File: src/rtl/qseq_pkg.sv
package qseq_pkg;

  localparam int INSTR_W     = 16;
  localparam int PHASE_COUNT = 4;
  localparam int READ_PHASE  = 1;
  localparam int WRITE_PHASE = PHASE_COUNT - 1;
  localparam logic [INSTR_W-1:0] NOP_WORD = '0;

  typedef enum logic [1:0] {
    KIND_EXEC   = 2'd0,
    KIND_FLUSH  = 2'd1,
    KIND_WORD2  = 2'd2,
    KIND_ORPHAN = 2'd3
  } cycle_kind_e;

  // strobes from control to datapath
  typedef struct packed {
    logic latch;  // instruction-cycle boundary (end of Q4)
    logic flush;  // discard the fetched word
    logic jump;   // load the program counter from the target
  } seq_strobe_t;

  // opcode class flags from datapath to control
  typedef struct packed {
    logic irFirst;    // instruction register holds a two-word first word
    logic fetchTail;  // fetched word has an all-ones top nibble
  } seq_flags_t;

  function automatic logic isFirstWord(input logic [INSTR_W-1:0] w);
    return (w[15:12] == 4'hC) || (w[15:10] == 6'b111011);
  endfunction

  function automatic logic isTailWord(input logic [INSTR_W-1:0] w);
    return w[15:12] == 4'hF;
  endfunction

endpackage

File: src/rtl/qseq_ctrl.sv
module qseq_ctrl
  import qseq_pkg::*;
(
  input  logic                   clk,
  input  logic                   rst,
  input  logic                   pcLoad,
  input  logic                   skipReq,
  input  seq_flags_t             flags,
  output seq_strobe_t            strobe,
  output logic [PHASE_COUNT-1:0] phaseHot,
  output cycle_kind_e            kind,
  output logic                   dmRead,
  output logic                   dmWrite
);

  localparam int PH_W = $clog2(PHASE_COUNT);
  localparam logic [PH_W-1:0] LAST_Q = PH_W'(PHASE_COUNT - 1);

  logic [PH_W-1:0] qCnt;
  logic            lastPhase;
  logic            active;
  cycle_kind_e     nextKind;

  assign lastPhase = (qCnt == LAST_Q);
  assign active    = (kind == KIND_EXEC) || (kind == KIND_WORD2);

  for (genvar g = 0; g < PHASE_COUNT; g++) begin : gPhase
    assign phaseHot[g] = (qCnt == PH_W'(g));
  end

  always_comb begin
    strobe.latch = lastPhase;
    strobe.jump  = lastPhase && active && pcLoad;
    strobe.flush = lastPhase && active && (pcLoad || skipReq);
  end

  always_comb begin
    if (active && (pcLoad || skipReq))
      nextKind = KIND_FLUSH;
    else if ((kind == KIND_EXEC) && flags.irFirst)
      nextKind = KIND_WORD2;
    else if (flags.fetchTail)
      nextKind = KIND_ORPHAN;
    else
      nextKind = KIND_EXEC;
  end

  always_ff @(posedge clk) begin
    if (rst) begin
      qCnt <= '0;
      kind <= KIND_FLUSH;
    end else begin
      qCnt <= lastPhase ? '0 : PH_W'(qCnt + 1'b1);
      if (lastPhase) kind <= nextKind;
    end
  end

  assign dmRead  = (kind == KIND_EXEC) && phaseHot[READ_PHASE];
  assign dmWrite = (kind == KIND_EXEC) && phaseHot[WRITE_PHASE];

  assert_phase_wrap_R1: assert property (@(posedge clk) disable iff (rst)
    (qCnt == LAST_Q) |=> (qCnt == '0));

  assert_phase_step_R1: assert property (@(posedge clk) disable iff (rst)
    (qCnt != LAST_Q) |=> (qCnt == PH_W'($past(qCnt) + 1'b1)));

  assert_kind_hold_R4: assert property (@(posedge clk) disable iff (rst)
    !lastPhase |=> $stable(kind));

  assert_write_after_read_R5: assert property (@(posedge clk) disable iff (rst)
    dmWrite |-> $past(dmRead, 2));

  assert_single_word2_R8: assert property (@(posedge clk) disable iff (rst)
    (lastPhase && kind == KIND_WORD2) |=> (kind != KIND_WORD2));

endmodule

File: src/rtl/qseq_datapath.sv
module qseq_datapath
  import qseq_pkg::*;
#(
  parameter int PC_W = 21
) (
  input  logic               clk,
  input  logic               rst,
  input  seq_strobe_t        strobe,
  input  logic [PC_W-1:0]    pcTarget,
  input  logic [INSTR_W-1:0] fetchWord,
  output logic [PC_W-1:0]    pmAddr,
  output logic [INSTR_W-1:0] irWord,
  output seq_flags_t         flags
);

  localparam logic [PC_W-1:0] WORD_STEP = PC_W'(2);

  logic [PC_W-1:0]    pcReg;
  logic [INSTR_W-1:0] irReg;
  logic [PC_W-1:0]    pcNext;

  always_comb begin
    if (strobe.jump) pcNext = {pcTarget[PC_W-1:1], 1'b0};
    else             pcNext = pcReg + WORD_STEP;
  end

  always_ff @(posedge clk) begin
    if (rst) begin
      pcReg <= '0;
      irReg <= NOP_WORD;
    end else if (strobe.latch) begin
      pcReg <= pcNext;
      irReg <= strobe.flush ? NOP_WORD : fetchWord;
    end
  end

  assign pmAddr          = pcReg;
  assign irWord          = irReg;
  assign flags.irFirst   = isFirstWord(irReg);
  assign flags.fetchTail = isTailWord(fetchWord);

  assert_pc_hold_R3: assert property (@(posedge clk) disable iff (rst)
    !strobe.latch |=> $stable(pcReg));

  assert_pc_step_R3: assert property (@(posedge clk) disable iff (rst)
    (strobe.latch && !strobe.jump) |=> (pcReg == $past(pcReg) + WORD_STEP));

  assert_ir_hold_R4: assert property (@(posedge clk) disable iff (rst)
    !strobe.latch |=> $stable(irReg));

  assert_flush_nop_R6: assert property (@(posedge clk) disable iff (rst)
    strobe.flush |=> (irReg == NOP_WORD));

endmodule

File: src/rtl/qseq_top.sv
module qseq_top
  import qseq_pkg::*;
#(
  parameter int PC_W = 21
) (
  input  logic                   clk,
  input  logic                   rst,
  output logic [PC_W-1:0]        pmAddr,
  input  logic [INSTR_W-1:0]     pmData,
  input  logic                   pcLoad,
  input  logic [PC_W-1:0]        pcTarget,
  input  logic                   skipReq,
  output logic [INSTR_W-1:0]     irWord,
  output logic [PHASE_COUNT-1:0] phaseHot,
  output logic                   dmRead,
  output logic                   dmWrite,
  output logic [1:0]             cycleKind
);

  seq_strobe_t strobe;
  seq_flags_t  flags;
  cycle_kind_e kind;

  qseq_ctrl uCtrl (
    .clk      (clk),
    .rst      (rst),
    .pcLoad   (pcLoad),
    .skipReq  (skipReq),
    .flags    (flags),
    .strobe   (strobe),
    .phaseHot (phaseHot),
    .kind     (kind),
    .dmRead   (dmRead),
    .dmWrite  (dmWrite)
  );

  qseq_datapath #(.PC_W(PC_W)) uPath (
    .clk       (clk),
    .rst       (rst),
    .strobe    (strobe),
    .pcTarget  (pcTarget),
    .fetchWord (pmData),
    .pmAddr    (pmAddr),
    .irWord    (irWord),
    .flags     (flags)
  );

  assign cycleKind = kind;

endmodule

File: config.mk
export PLATFORM = sky130hd
export DESIGN_NAME = qseq_top
export DESIGN_NICKNAME = d
export VERILOG_FILES = /design/src/rtl/qseq_pkg.sv /design/src/rtl/qseq_ctrl.sv /design/src/rtl/qseq_datapath.sv /design/src/rtl/qseq_top.sv
export SDC_FILE = /design/constraint.sdc
export NUM_CORES = 1
export LEC_CHECK = 0
export BUFFER_PORTS_ARGS = -buffer_cell sky130_fd_sc_hd__buf_4
export CAP_MARGIN = 20
export CORE_UTILIZATION = 49
export CTS_BUF_LIST = sky130_fd_sc_hd__clkbuf_8
export DETAILED_ROUTE_END_ITERATION = 8
export PLACE_DENSITY = 0.82
export SLEW_MARGIN = 20
export SYNTH_ARGS = -nofsm -noshare
export SYNTH_HDL_FRONTEND = slang
export SYNTH_SLANG_ARGS = --single-unit
File: constraint.sdc
create_clock -name clk -period 2.05 [get_ports clk]
set_input_delay 0.41 -clock clk [delete_from_list [all_inputs] [get_ports clk]]
set_output_delay 0.41 -clock clk [all_outputs]
set_load 0.01 [all_outputs]
# == Yosys cells after proc, flatten, opt, wreduce, memory -nomap -nowiden ==
# Index checks and enable logic that the tools add are counted.
# totals
ff_bits,41
latch_bits,0
ramBits,0
romBits,0
inputBits,41
word_cells,31
n_memories,0
# classes
n_addsub,2
multipliers,0
div,0
n_lt_le_gt_ge,0
n_eq_ne,7
n_shift,0
mux,5
n_bitwise,0
n_reduce_logical,13
# op_table
cell,count
adder 21 x 2 -> 21 bit (second input constant),1
two-way mux 21 bit,1
two-way mux 16 bit,1
equality test 4 bit (second input constant),2
logical AND 1 bit,7
equality test 2 bit (second input constant),3
equality test 6 bit (second input constant),1
two-way mux 2 bit,3
zero test 2 bit,2
logical OR 1 bit,3
adder 2 x 1 -> 2 bit (second input constant),1
equality test 2 x 1 -> 1 bit (second input constant),1
OR reduction 2 bit,1

# == Logic depth before layout (Yosys ltp) ==
# depth
depth_word,5
mapped_depth,8

# == By module ==
# Synthesis repeated with hierarchy kept, for this count alone.
# hier_totals
hier_cells,261
area_unflattened_um2,2083.2
# by_module_without_submodules
module,n_inst,cells_per_inst,area_each_um2,seq_area_each_um2
qseq_datapath,1,232,1841.8,720.7
qseq_ctrl,1,29,241.5,80.1

# == Worst setup path before layout ==
# OpenSTA, ideal clock, no wires.
# synth_path
path_kind,flip-flop to output port
start,reg uCtrl.qCnt[0]
end,out dmWrite
t_arrival_ns,1.515
slack_ns,0.125
path_stages_with_launch,7
path_buffers,3
cell_sequence,dfxtp_1 -> ha_1 -> clkbuf_1 -> inv_1 -> clkbuf_1 -> clkbuf_1 -> nor3_1
# synth_between
elab_chain_cells,2
# synth_rtl
element,line,source
from (decl),qseq_ctrl.sv:19,logic [PH_W-1:0] qCnt;
from (signal assigned),qseq_ctrl.sv:53,qCnt <= lastPhase ? '0 : PH_W'(qCnt + 1'b1);
equality test 2 bit,-,
named net uCtrl.lastPhase,qseq_ctrl.sv:20,logic lastPhase;
logical AND 1 bit,qseq_ctrl.sv:59,assign dmWrite = (kind == KIND_EXEC) && phaseHot[WRITE_PHASE];
to (decl),qseq_top.sv:16,"output logic dmWrite,"
# The timed path passes the listed nets, and every way through them passes these cells.

# == Worst setup path in the final report ==
# layout_path
start,reg uCtrl.qCnt[0]
end,out dmWrite
# layout_between
elab_chain_cells,2
# layout_rtl
element,line,source
equality test 2 bit,qseq_ctrl.sv:28,assign phaseHot[g] = (qCnt == PH_W'(g));
logical AND 1 bit,qseq_ctrl.sv:59,
# No other way between the ends.

==> metrics <==
status completed; Setup Skew around 0.0069 ns; biggest area consumer among synthesized cells dfxtp_1; highest metal used met4; Synth Net Count approximately 290; CP max stage cell dfxtp_1; Layout Area Growth over Synthesis 40.5%; HPWL Detailed approximately 3900 µm; CTS tree built; drt first pass iters 4; Initial Utilization around 50%; Peak VDD IR between 0.4 and 0.5 mV; slew at the pin with the worst max-slew slack ~0.70 ns; Met2 Routed Length approximately 2600 µm; DRC 0; synth top area cells dfxtp_1 39%, a22o_1 7.3%, a21oi_1 4.2%; library cells used by synthesis slightly below 50; First DRT Iteration DRCs between 100 and 150; Setup Buffers After CTS 0; Seq pwr share 47.8%; most frequent cells in the layout 95 x buf_4, 40 x dfxtp_1, 18 x nand2_1; max_cap viols 0; CP Data Required Time around 1.6 ns; Max FO, Critical Path 9; number of global-route vias before repair 1946; Sw Pwr between 0.0004 and 0.0005 W; H-tree depth 2; total power ~0.0018 W; slowest stage delay, CP between 0.3 and 0.4 ns; GRT Total Usage approximately 26%; pins over their slew limit 0; max frequency about 0.53 GHz; share of cells above drive strength 1 between 30% and 40%; commonest non-fill, non-tap cell in the layout buf_4; Syn Area/Cell around 8.5 µm²; Clock Tree Root clkbuf_8; DR WL met3 between 400 and 500 µm; min-delay worst type input pin to flop; Min Hold Slack between 0.3 and 0.4 ns; Hold Buf Count CTS 0; crit path cell chain ha_1 > inv_1 > nor3_1 > buf_4; first-pass GRT wire length 8740 µm; Inserted Clock Buffers 5; Hold Vio Cnt, Final 0; flip-flop and latch count after synthesis 40; Pint 0.00132 W; Post-synth EDFFs 0; crit path DAT around 1.5 ns; TritonCTS sink count 40; setup_tns 0 ns; Switching Share ~25%; Post-Route M1 WL between 2000 and 2500 µm; Clk pwr share a little over a third; Port Buffers 83; final setup fails 0; Cell Rows 23; Final Cell Area approximately 0.0029 mm²; Worst setup EP type output port; Avg WL per Cell between 10 and 15 µm; die width ~67 µm; total congestion overflow 0; # IOs 86; R2R cell count 4; Comb pwr share about 16%; LEAKAGE 1.18 nW; Final Wtd Congestion approximately 0.86; Final #Nets between 300 and 400; clock buffer depth 2; Slew Limit Headroom 53.3%; period utilisation layout approximately 92%; Post-synth ARST share 0%; Post-Synthesis Cells between 200 and 250; CTS clk-pin slew, worst paths around 0.08 ns; hold path depth 2; ys flop type dfxtp_1; Tmin final 1.89 ns; top cell type's share of synthesized area between 30% and 40%; placed instance area ~0.0028 mm²; core box area approximately 0.004 mm²; Die ar. about 0.0044 mm²; Gates resized, CTS repair 0; largest net degree at the start of global routing 27; die height ~67 µm; initial antenna violation count 0; sequential area share after synthesis between 30% and 40%; Vias around 2200; unrepaired setup endpoints after global routing false; startpoint class of the critical path flop; ANT nets after route 0; synthesized cell area 0.00204 mm²; Vias/cell around 5.8; Crit Path Class flop to output port; PD cells about 620 mW/mm²; Synth Warn # 0; clk_lat worst skew around 0.29 ns; drt total wl between 5000 and 6000 µm; Antenna diodes 0
-- state kept, by name (all words and copies together), names as in the netlist --
| name | cells |
|---|---|
| uCtrl.qCnt | 2 |
| uPath.irWord | 16 |
| uPath.pmAddr | 20 |
| uCtrl.kind | 2 |
-- critical path, delay by kind of cell (launching register included) --
family | cells | cell delay (ns)
buf+inv | 2 | 0.34
flops | 1 | 0.38
simple gates | 1 | 0.23
fa+ha+maj | 1 | 0.24
-- final timing paths --
path	startpoint	endpoint	slack [ns]
setup reg to reg	uPath.pmAddr[7]	uPath.pmAddr[16]	0.19
hold reg to reg	uPath.irWord[7]	uPath.irWord[7]	0.48
hold / removal	pmData[7]	uPath.irWord[7]	0.32
setup / recovery	uCtrl.qCnt[0]	dmWrite	0.16
-- layer usage --
| layer | up-vias | GRT usage, % |
|---|---|---|
| li1 | 1066 | - |
| met5 | - | 0 |
| met2 | 102 | 41.5 |
| met1 | 988 | 31.8 |
| met4 | 0 | 9.31 |
| met3 | 8 | 8.73 |
-- power groups by stage --
stage | Combinational [W] | Clock, W | Sequential [W]
2_1_floorplan | 0.000119 | 0 | 0.000866
3_3_place_gp | 0.000270 | 0 | 0.000859
3_5_place_dp | 0.000276 | 0 | 0.000860
4_1_cts | 0.000278 | 0.000653 | 0.000842
5_1_grt | 0.000306 | 0.000690 | 0.000848
6_report | 0.000277 | 0.000645 | 0.000843
-- cells in the mapped netlist (all sizes together) (2+ instances only) --
library cell,n
nor3,8
nor4,4
o22ai,2
mux2,3
nand3,7
o211ai,3
a31oi,5
a21oi,17
a22oi,4
and3,3
o32ai,2
dfxtp,40
clkbuf,14
o31ai,2
and2,6
nand2b,6
or3,7
a211oi,6
or4,4
ha,5
nand2,18
o21ai,12
a22o,17
inv,6
buf,4
o31a,2
nor2,10
nand4,5
-- area by class of cell --
cell class | count | area (µm²)
Clock buffer | 5 | 68.8
Tap cell | 50 | 62.6
Inverter | 6 | 22.5
Fill cell | 340 | 1130
Sequential cell | 40 | 801
Multi-Input combinational cell | 175 | 1140
Clock inverter | 3 | 42.5
Timing Repair Buffer | 96 | 733
-- metrics by stage --
stage,std cells,worst slack [ns],utilization [%]
2_1_floorplan,239,0.125,-
3_3_place_gp,367,0.236,68.8
3_5_place_dp,367,0.216,68.8
4_1_cts,375,0.174,71.6
5_1_grt,375,0.0490,71.7
6_report,375,0.161,71.7
-- logic make-up after synthesis --
family          Yosys count  synth area share, %
mux                       4                 2.15
fa+ha+maj                 5                 3.07
simple gates             85                 23.2
other cells               1                0.184
compound gates           80                 27.0
buf+inv                  24                 5.15
flops                    40                 39.2
No activity file was read; power rests on OpenSTA's default activity.
